--- config.mk ---
export PLATFORM = sky130hd
export DESIGN_NAME = spi_wp_regs
export DESIGN_NICKNAME = d
export VERILOG_FILES = /design/src/rtl/wpc_pkg.sv /design/src/rtl/wpc_sync.sv /design/src/rtl/wpc_frame_rx.sv /design/src/rtl/wpc_reg_bank.sv /design/src/rtl/spi_wp_regs.sv
export SDC_FILE = /design/constraint.sdc
export NUM_CORES = 1
export LEC_CHECK = 0
export ABC_AREA = 0
export CORE_ASPECT_RATIO = 1.1
export CORE_MARGIN = 4
export CORE_UTILIZATION = 50
export CTS_BUF_LIST = sky130_fd_sc_hd__clkbuf_2 sky130_fd_sc_hd__clkbuf_4 sky130_fd_sc_hd__clkbuf_8
export DETAILED_ROUTE_END_ITERATION = 16
export GPL_TIMING_DRIVEN = 0
export PLACE_DENSITY = 0.75
export SLEW_MARGIN = 10
export SYNTH_ARGS = -nofsm -noshare
export SYNTH_HDL_FRONTEND = slang
export SYNTH_SLANG_ARGS = --single-unit
--- constraint.sdc ---
create_clock -name clk -period 3.7 [get_ports clk]
set_input_delay 1.11 -clock clk [delete_from_list [all_inputs] [get_ports clk]]
set_output_delay 1.11 -clock clk [all_outputs]
set_load 0.02 [all_outputs]
--- src/rtl/wpc_pkg.sv ---
package wpc_pkg;
  localparam logic [7:0] OP_ARM   = 8'h06;
  localparam logic [7:0] OP_REGWR = 8'h01;
  localparam int LOCK_BIT = 7;
  localparam int ARM_BIT  = 1;
  localparam int PROT_LSB = 2;
  localparam int PROT_W   = 3;

  typedef enum logic [1:0] {
    EV_NONE  = 2'd0,
    EV_ARM   = 2'd1,
    EV_REGWR = 2'd2
  } frame_ev_e;
endpackage

--- src/rtl/wpc_sync.sv ---
module wpc_sync #(
  parameter int W = 1,
  parameter int STAGES = 2,
  parameter logic [W-1:0] RST_VAL = '0
) (
  input  logic         clk,
  input  logic         rst_n,
  input  logic [W-1:0] d,
  output logic [W-1:0] q
);
  logic [W-1:0] stg_q [STAGES];

  generate
    for (genvar s = 0; s < STAGES; s++) begin : g_stage
      if (s == 0) begin : g_first
        always_ff @(posedge clk or negedge rst_n) begin
          if (!rst_n) stg_q[s] <= RST_VAL;
          else        stg_q[s] <= d;
        end
      end else begin : g_next
        always_ff @(posedge clk or negedge rst_n) begin
          if (!rst_n) stg_q[s] <= RST_VAL;
          else        stg_q[s] <= stg_q[s-1];
        end
      end
    end
  endgenerate

  assign q = stg_q[STAGES-1];
endmodule

--- src/rtl/wpc_frame_rx.sv ---
module wpc_frame_rx
  import wpc_pkg::*;
#(
  parameter int CMD_BITS  = 8,
  parameter int DATA_BITS = 16
) (
  input  logic                 clk,
  input  logic                 rst_n,
  input  logic                 cs_n_s,
  input  logic                 sck_s,
  input  logic                 si_s,
  output frame_ev_e            ev,
  output logic [DATA_BITS-1:0] payload
);
  localparam int FRAME_BITS = CMD_BITS + DATA_BITS;
  localparam int CNT_W = $clog2(FRAME_BITS + 1);
  localparam logic [CNT_W-1:0] CNT_MAX = {CNT_W{1'b1}};

  logic                  sck_d_q, cs_d_q;
  logic [CNT_W-1:0]      cnt_q, cnt_nxt;
  logic [FRAME_BITS-1:0] sh_q, sh_nxt;
  frame_ev_e             ev_q, ev_nxt;
  logic                  sck_rise, cs_rise;

  assign sck_rise = sck_s & ~sck_d_q & ~cs_n_s;
  assign cs_rise  = cs_n_s & ~cs_d_q;

  always_comb begin
    cnt_nxt = cnt_q;
    if (cs_n_s)                            cnt_nxt = '0;
    else if (sck_rise && cnt_q != CNT_MAX) cnt_nxt = cnt_q + 1'b1;
  end

  always_comb begin
    sh_nxt = sh_q;
    if (sck_rise && cnt_q < CNT_W'(FRAME_BITS))
      sh_nxt = {sh_q[FRAME_BITS-2:0], si_s};
  end

  always_comb begin
    ev_nxt = EV_NONE;
    if (cs_rise) begin
      if (cnt_q == CNT_W'(CMD_BITS) && sh_q[CMD_BITS-1:0] == OP_ARM)
        ev_nxt = EV_ARM;
      else if (cnt_q == CNT_W'(FRAME_BITS) && sh_q[FRAME_BITS-1 -: CMD_BITS] == OP_REGWR)
        ev_nxt = EV_REGWR;
    end
  end

  always_ff @(posedge clk or negedge rst_n) begin
    if (!rst_n) begin
      sck_d_q <= 1'b0;
      cs_d_q  <= 1'b1;
      cnt_q   <= '0;
      sh_q    <= '0;
      ev_q    <= EV_NONE;
    end else begin
      sck_d_q <= sck_s;
      cs_d_q  <= cs_n_s;
      cnt_q   <= cnt_nxt;
      sh_q    <= sh_nxt;
      ev_q    <= ev_nxt;
    end
  end

  assign ev      = ev_q;
  assign payload = sh_q[DATA_BITS-1:0];

  // the bit counter is cleared while chip select is high
  p_cnt_idle_r8: assert property (@(posedge clk) disable iff (!rst_n)
    cs_n_s |=> (cnt_q == '0));
  // a command event only follows a chip-select rise
  p_ev_on_cs_r8: assert property (@(posedge clk) disable iff (!rst_n)
    (ev_q != EV_NONE) |-> $past(cs_rise));
endmodule

--- src/rtl/wpc_reg_bank.sv ---
module wpc_reg_bank
  import wpc_pkg::*;
#(
  parameter int REG_W = 8,
  parameter logic [REG_W-1:0] STAT_WMASK = 8'hFC
) (
  input  logic               clk,
  input  logic               rst_n,
  input  frame_ev_e          ev,
  input  logic [2*REG_W-1:0] wr_data,
  input  logic               wp_n_s,
  output logic [REG_W-1:0]   status_q,
  output logic [REG_W-1:0]   config_q,
  output logic [PROT_W-1:0]  blk_prot
);
  logic             arm_q, arm_nxt;
  logic [REG_W-1:0] sreg_q, sreg_nxt;
  logic [REG_W-1:0] creg_q, creg_nxt;
  logic             hw_lock, wr_ok, sreg_en;

  assign hw_lock = sreg_q[LOCK_BIT] & ~wp_n_s;
  assign wr_ok   = (ev == EV_REGWR) & arm_q & ~hw_lock;
  assign sreg_en = wr_ok;

  always_comb begin
    arm_nxt = arm_q;
    if (ev == EV_ARM)        arm_nxt = 1'b1;
    else if (ev == EV_REGWR) arm_nxt = 1'b0;
  end

  always_comb begin
    sreg_nxt = sreg_q;
    creg_nxt = creg_q;
    if (sreg_en) begin
      sreg_nxt = wr_data[2*REG_W-1:REG_W] & STAT_WMASK;
      creg_nxt = wr_data[REG_W-1:0];
    end
  end

  always_ff @(posedge clk or negedge rst_n) begin
    if (!rst_n) begin
      arm_q  <= 1'b0;
      sreg_q <= '0;
      creg_q <= '0;
    end else begin
      arm_q  <= arm_nxt;
      sreg_q <= sreg_nxt;
      creg_q <= creg_nxt;
    end
  end

  always_comb begin
    status_q = sreg_q;
    status_q[ARM_BIT] = arm_q;
  end
  assign config_q = creg_q;
  assign blk_prot = sreg_q[PROT_LSB +: PROT_W];

  p_arm_set_r1: assert property (@(posedge clk) disable iff (!rst_n)
    (ev == EV_ARM) |=> arm_q);
  p_write_lands_r2: assert property (@(posedge clk) disable iff (!rst_n)
    (ev == EV_REGWR && arm_q && !sreg_q[LOCK_BIT]) |=> (creg_q == $past(wr_data[REG_W-1:0])));
  p_no_arm_no_write_r3: assert property (@(posedge clk) disable iff (!rst_n)
    !arm_q |=> ($stable(creg_q) && $stable(sreg_q)));
  p_pin_lock_r5: assert property (@(posedge clk) disable iff (!rst_n)
    (ev == EV_REGWR && sreg_q[LOCK_BIT] && !wp_n_s) |=> ($stable(creg_q) && $stable(sreg_q)));
  p_arm_clear_r7: assert property (@(posedge clk) disable iff (!rst_n)
    (ev == EV_REGWR) |=> !arm_q);
endmodule

--- src/rtl/spi_wp_regs.sv ---
module spi_wp_regs
  import wpc_pkg::*;
#(
  parameter int CMD_BITS  = 8,
  parameter int REG_W     = 8,
  parameter int SYNC_STAGES = 2
) (
  input  logic             clk,
  input  logic             rst_n,
  input  logic             spi_cs_n,
  input  logic             spi_sck,
  input  logic             spi_si,
  input  logic             wp_n,
  output logic             spi_so,
  output logic             spi_so_oe,
  output logic [REG_W-1:0] status_q,
  output logic [REG_W-1:0] config_q,
  output logic [2:0]       blk_prot
);
  localparam int DATA_BITS = 2 * REG_W;

  logic [1:0] rst_sync_q;
  logic       rst_core_n;

  always_ff @(posedge clk or negedge rst_n) begin
    if (!rst_n) rst_sync_q <= 2'b00;
    else        rst_sync_q <= {rst_sync_q[0], 1'b1};
  end
  assign rst_core_n = rst_sync_q[1];

  logic [3:0] pins_s;
  wpc_sync #(.W(4), .STAGES(SYNC_STAGES), .RST_VAL(4'b1001)) u_sync (
    .clk   (clk),
    .rst_n (rst_core_n),
    .d     ({wp_n, spi_si, spi_sck, spi_cs_n}),
    .q     (pins_s)
  );

  frame_ev_e            ev;
  logic [DATA_BITS-1:0] payload;

  wpc_frame_rx #(.CMD_BITS(CMD_BITS), .DATA_BITS(DATA_BITS)) u_rx (
    .clk     (clk),
    .rst_n   (rst_core_n),
    .cs_n_s  (pins_s[0]),
    .sck_s   (pins_s[1]),
    .si_s    (pins_s[2]),
    .ev      (ev),
    .payload (payload)
  );

  logic [PROT_W-1:0] prot;
  wpc_reg_bank #(.REG_W(REG_W)) u_regs (
    .clk      (clk),
    .rst_n    (rst_core_n),
    .ev       (ev),
    .wr_data  (payload),
    .wp_n_s   (pins_s[3]),
    .status_q (status_q),
    .config_q (config_q),
    .blk_prot (prot)
  );

  assign blk_prot  = prot;
  assign spi_so    = 1'b0;
  assign spi_so_oe = 1'b0;

  // exported protect field tracks status bits 4:2
  p_prot_field_r11: assert property (@(posedge clk) disable iff (!rst_core_n)
    blk_prot == status_q[4:2]);
endmodule

# Yosys cells after proc, flatten, opt, wreduce, memory -nomap -nowiden
# Cells that the tools add are included.
# totals
ff_bits	58
input_bits	6
output_inout_bits	21
elab_cells	44
# classes
n_addsub	1
magnitude_cmp	1
eq_ne	7
muxes	7
bitwise	11
reduce_logical	6
# op_table
cell	n
2-to-1 mux 5 bit	2
equality test 8 x 1 -> 1 bit, second input constant	1
equality test 8 x 3 -> 1 bit, second input constant	1
bitwise AND 1 bit	6
2-to-1 mux 2 bit	3
adder 5 x 1 -> 5 bit, second input constant	1
equality test 5 x 4 -> 1 bit, second input constant	1
equality test 5 bit, second input constant	1
less-than comparator 5 bit, second input constant	1
inequality test 5 bit, second input constant	1
NOT 1 bit	5
logical AND 1 bit	4
nonzero test 2 bit	2
equality test 2 x 1 -> 1 bit, second input constant	1
equality test 2 bit, second input constant	1
2-to-1 mux 1 bit	2

# Depth between registers and ports, before layout
# Gate-level depths: netlist of run 1.
# depth
word_depth	6
depth_mapped	6
ltp_nobuf	6

# Hierarchy
# Synthesis of run 1 repeated with hierarchy kept, for this count alone.
# hier_totals
cells_unflattened	172
hier_area_um2	2610.0
# modules_own_cells
module	n_inst	cells_per_inst	area_each_um2	seq_area_each_um2
wpc_frame_rx	1	109	1596.5	827.0
wpc_reg_bank	1	45	705.7	375.4
wpc_sync	1	12	235.2	205.2
spi_wp_regs	1	6	72.6	50.0

# Worst setup path after synthesis of run 1
# OpenSTA, ideal clock, no wires.
# synth_path
path_type	flip-flop to flip-flop
start	reg u_rx.cnt_q[0]
end	reg u_rx.cnt_q[3]
setup_time_ps	125
arrival_ps	1631
required_ps	3575
path_slack_ps	1944
path_stages_with_launch	7
n_path_buf	0
synth_period_minus_slack_ps	1756
path_cell_list	dfrtp_1 -> ha_1 -> and3_1 -> ha_1 -> nor3b_2 -> nand4_1 -> mux2_2
# synth_between
elab_chain_len	3
elab_cells_between_ends	6
classes_between	1 x add/sub; 1 x eq/ne; 2 x mux; 2 x reduce/logical
# synth_rtl
item	line_no	source
start, declared	wpc_frame_rx.sv:20	logic [CNT_W-1:0] cnt_q, cnt_nxt;
start signal, assigned	wpc_frame_rx.sv:60	cnt_q <= cnt_nxt;
adder 5 x 1 -> 5 bit or inequality test 5 bit (tied branches)	wpc_frame_rx.sv:31	else if (sck_rise && cnt_q != CNT_MAX) cnt_nxt = cnt_q + 1'b1;
2-to-1 mux 5 bit or logical AND 1 bit (tied branches)	wpc_frame_rx.sv:31	
2-to-1 mux 5 bit or nonzero test 2 bit (tied branches)	--	
# Parallel ways exist; a longest one is shown, timed or not. The select of a mux whose other input is x is not followed.
# A chain may end at the register's enable or synchronous reset.

# Worst setup path in the final report of run 1
# layout_path
start	reg u_regs.arm_q
end	out status_q[1]
# layout_rtl
item	line_no	source
start, declared	wpc_reg_bank.sv:16	logic arm_q, arm_nxt;
start signal, assigned	wpc_reg_bank.sv:46	arm_q <= arm_nxt;
end, declared	spi_wp_regs.sv:16	output logic [REG_W-1:0] status_q,
# No word-level cell between the ends.

==> results of run 1 <==
-- where the power goes --
part	internal, mW	leakage (nW)	switching (mW)	total (mW)
clock	0.349	0.106	0.229	0.578
sequential	0.687	0.763	0.0489	0.735
combinational	0.0746	0.584	0.0377	0.112
-- layout make-up --
type	count	area, um^2	area share, %
inverters	5	18.8	0.641
repair buffers	24	250	8.55
clock inverters	3	40.0	1.37
multi-input cells	79	820	28.0
plain buffers	11	111	3.80
well taps	56	70.1	2.39
clock buffers	12	159	5.43
flip-flops and latches	58	1460	49.8
-- cells in the mapped netlist --
cell and count:
or4b_1 2, nor3b_4 1, nand4_1 1, a21oi_1 1
mux2_4 20, buf_4 8, buf_12 2, and2b_2 1
nand2_4 1, inv_1 5, nand2_1 2, a32o_1 1
nor3_1 2, ha_1 5, conb_1 2, mux2i_1 2
nor3b_1 2, xnor2_1 2, nand4b_1 1, nand3_1 1
and3_1 3, dfstp_2 5, dfrtp_1 53, nor4bb_1 1
nor3b_2 1, buf_6 1, mux2_2 19, nor2_1 6
-- final timing paths --
kind	startpoint	to	slack [ns]	cells past startpoint
setup reg to reg	u_rx.cnt_q[0]	u_rx.cnt_q[3]	1.82	6
setup / recovery	u_regs.arm_q	status_q[1]	1.15	2
max in group asynchronous	rst_n	rst_sync_q[1]	2.65	1
hold reg to reg	rst_sync_q[1]	u_regs.config_q[2]	0.20	0
hold / removal	rst_sync_q[1]	u_regs.config_q[2]	0.20	0
min in group clk	u_sync.stg_q[5]	u_sync.q[1]	0.35	0
-- critical path, cell delays in order (launching register included) --
cell and delay, ns:
dfrtp_1 0.40, buf_4 0.12, clkdlybuf4s50_1 0.58
-- per-stage QoR --
stage / hold slack [ns] / power [mW] / instance area, um^2 / util (%) / std cells
detailed placement: 0.199 / 0.861 / 2730 / 58.7 / 233
global route: 0.231 / 1.49 / 2930 / 62.9 / 248
global placement: 0.340 / 0.846 / 2710 / 58.2 / 232
floorplan: 0.331 / 0.823 / 2410 / - / 153
finish: 0.198 / 1.43 / 2930 / 62.9 / 248
CTS: 0.206 / 1.44 / 2930 / 62.9 / 248
-- cells by family (layout without fill, tap and decap cells) --
logic type	after synthesis	after routing	synth area share, %
other	2	4	0.313
AOI/OAI and AO/OA	2	2	0.625
xor gates and xnor gates	2	2	0.730
muxes	41	41	22.3
adders and majority gates	5	5	2.61
DFF	58	58	60.7
and+or+nand+nor	25	25	7.30
buffers and inverters	16	55	5.42
-- flip-flops by register name, indices dropped and copies added (netlist names) --
signal,count
rst_sync_q,2
u_rx.sck_d_q,1
u_regs.sreg_q,6
u_rx.sh_q,24
u_regs.arm_q,1
u_sync.q,4
u_rx.cnt_q,5
u_rx.cs_d_q,1
u_sync.stg_q,4
u_regs.config_q,8
u_rx.ev,2
-- metal layers --
| metal | up-vias | wire (um) | GRT usage (%) |
|---|---|---|---|
| li1 | 584 | - | - |
| met2 | 30 | 1850 | 23.2 |
| met4 | 0 | 89 | 8.15 |
| met1 | 649 | 1580 | 17.5 |
| met5 | - | 0 | 0 |
| met3 | 10 | 190 | 5.01 |
==> run metrics, run 1 <==
outcome completed; routability cong. 0.682; first drt pass iteration count 4; Starting Density 51.6%; crit start category flip-flop; setup violators final 0; leakage power 1.45 nW; max_cap viols 0; Worst EP required 2.59 ns; Final Hold Viols 0; clock transition at the registers of the reported paths 0.07 ns; setup bufs post-CTS 0; die area 5970 um^2; CTS H-tree lvls 3; Synth Instances 151; total track usage 14.8%; largest net degree at the start of global routing 41; RSZ-0062 raised after global routing no; Slew Limit Fails 0; Peak Freq 393 MHz; setup_tns 0 ns; Yosys top cell area share 55.3%; CTS Hold Bufs 0; synth unique cells 28; count of input and output buffers 23; CTS sink count 58; PwrDens 487 nW/um^2; initial antenna violation count 0; antenna cells 0; post-route ant nets 0; Fillers 357; Detail Placement HPWL 2660 um; commonest non-fill, non-tap cells in the layout dfrtp_1, clkdlybuf4s50_1, mux2_4; commonest non-fill, non-tap cell in the layout dfrtp_1; Peak supply drop 0.349 mV; core box area 4650 um^2; TritonCTS clock tree done; Remaining DRCs 0; vias in the first global route 1401; number of synthesized register bits 58; row count 26; Layout Nets 199; total gr overflow 0; wire length per cell 15.0 um; Worst Slack Setup Final 1.15 ns; fin crit share 68.8%; first-pass GRT wire length 6450 um; share of cells above drive strength 1 39.6%; Post-Place Setup Slack 1.50 ns; routed wire length 3720 um; DRT iter0 DRCs 54; CTS buffer count 9; Critical Path Fanout Max 5; area leader, netlist dfrtp_1; Die Height 80.7 um; Clock Skew 0.0133 ns; arrival time worst endpoint 1.44 ns; Ports 27; Mapped Area 2400 um^2; Post-CTS Resized 0; HP Class reg -> async; clock latency on the worst-skew pair 0.34 ns; register area share after synthesis 60.7%; top post-synthesis cells by area dfrtp_1, mux2_4, mux2_2, dfstp_2, ha_1; Via density 5.13; Ys Warns 0; Synth Area per Inst 15.9 um^2; CP Class reg -> out; area added between synthesis and finish 22.0%; clk root buf clkbuf_8; worst-case clock buffer depth 2; min Tclk post-route 2.55 ns; Die X 74.1 um; via count 1273; Critical Path Sink Type output port
(Power assumes the default switching activity.)
==> run 2, diff against run 1 <==
- clock period: 3.7 -> 2.7 ns (I/O delays scaled with it)
==> results of run 2 <==
Same layout as run 1 (identical final DEF). Status: completed.
Among the figures that moved: setup slack after placement 1.50 ns -> 0.800 ns; setup slack after layout 1.15 ns -> 0.454 ns; register-to-register setup slack 1.82 ns -> 0.82 ns; total power 1.43 mW -> 1.95 mW; worst IR drop on VDD 0.349 mV -> 0.479 mV
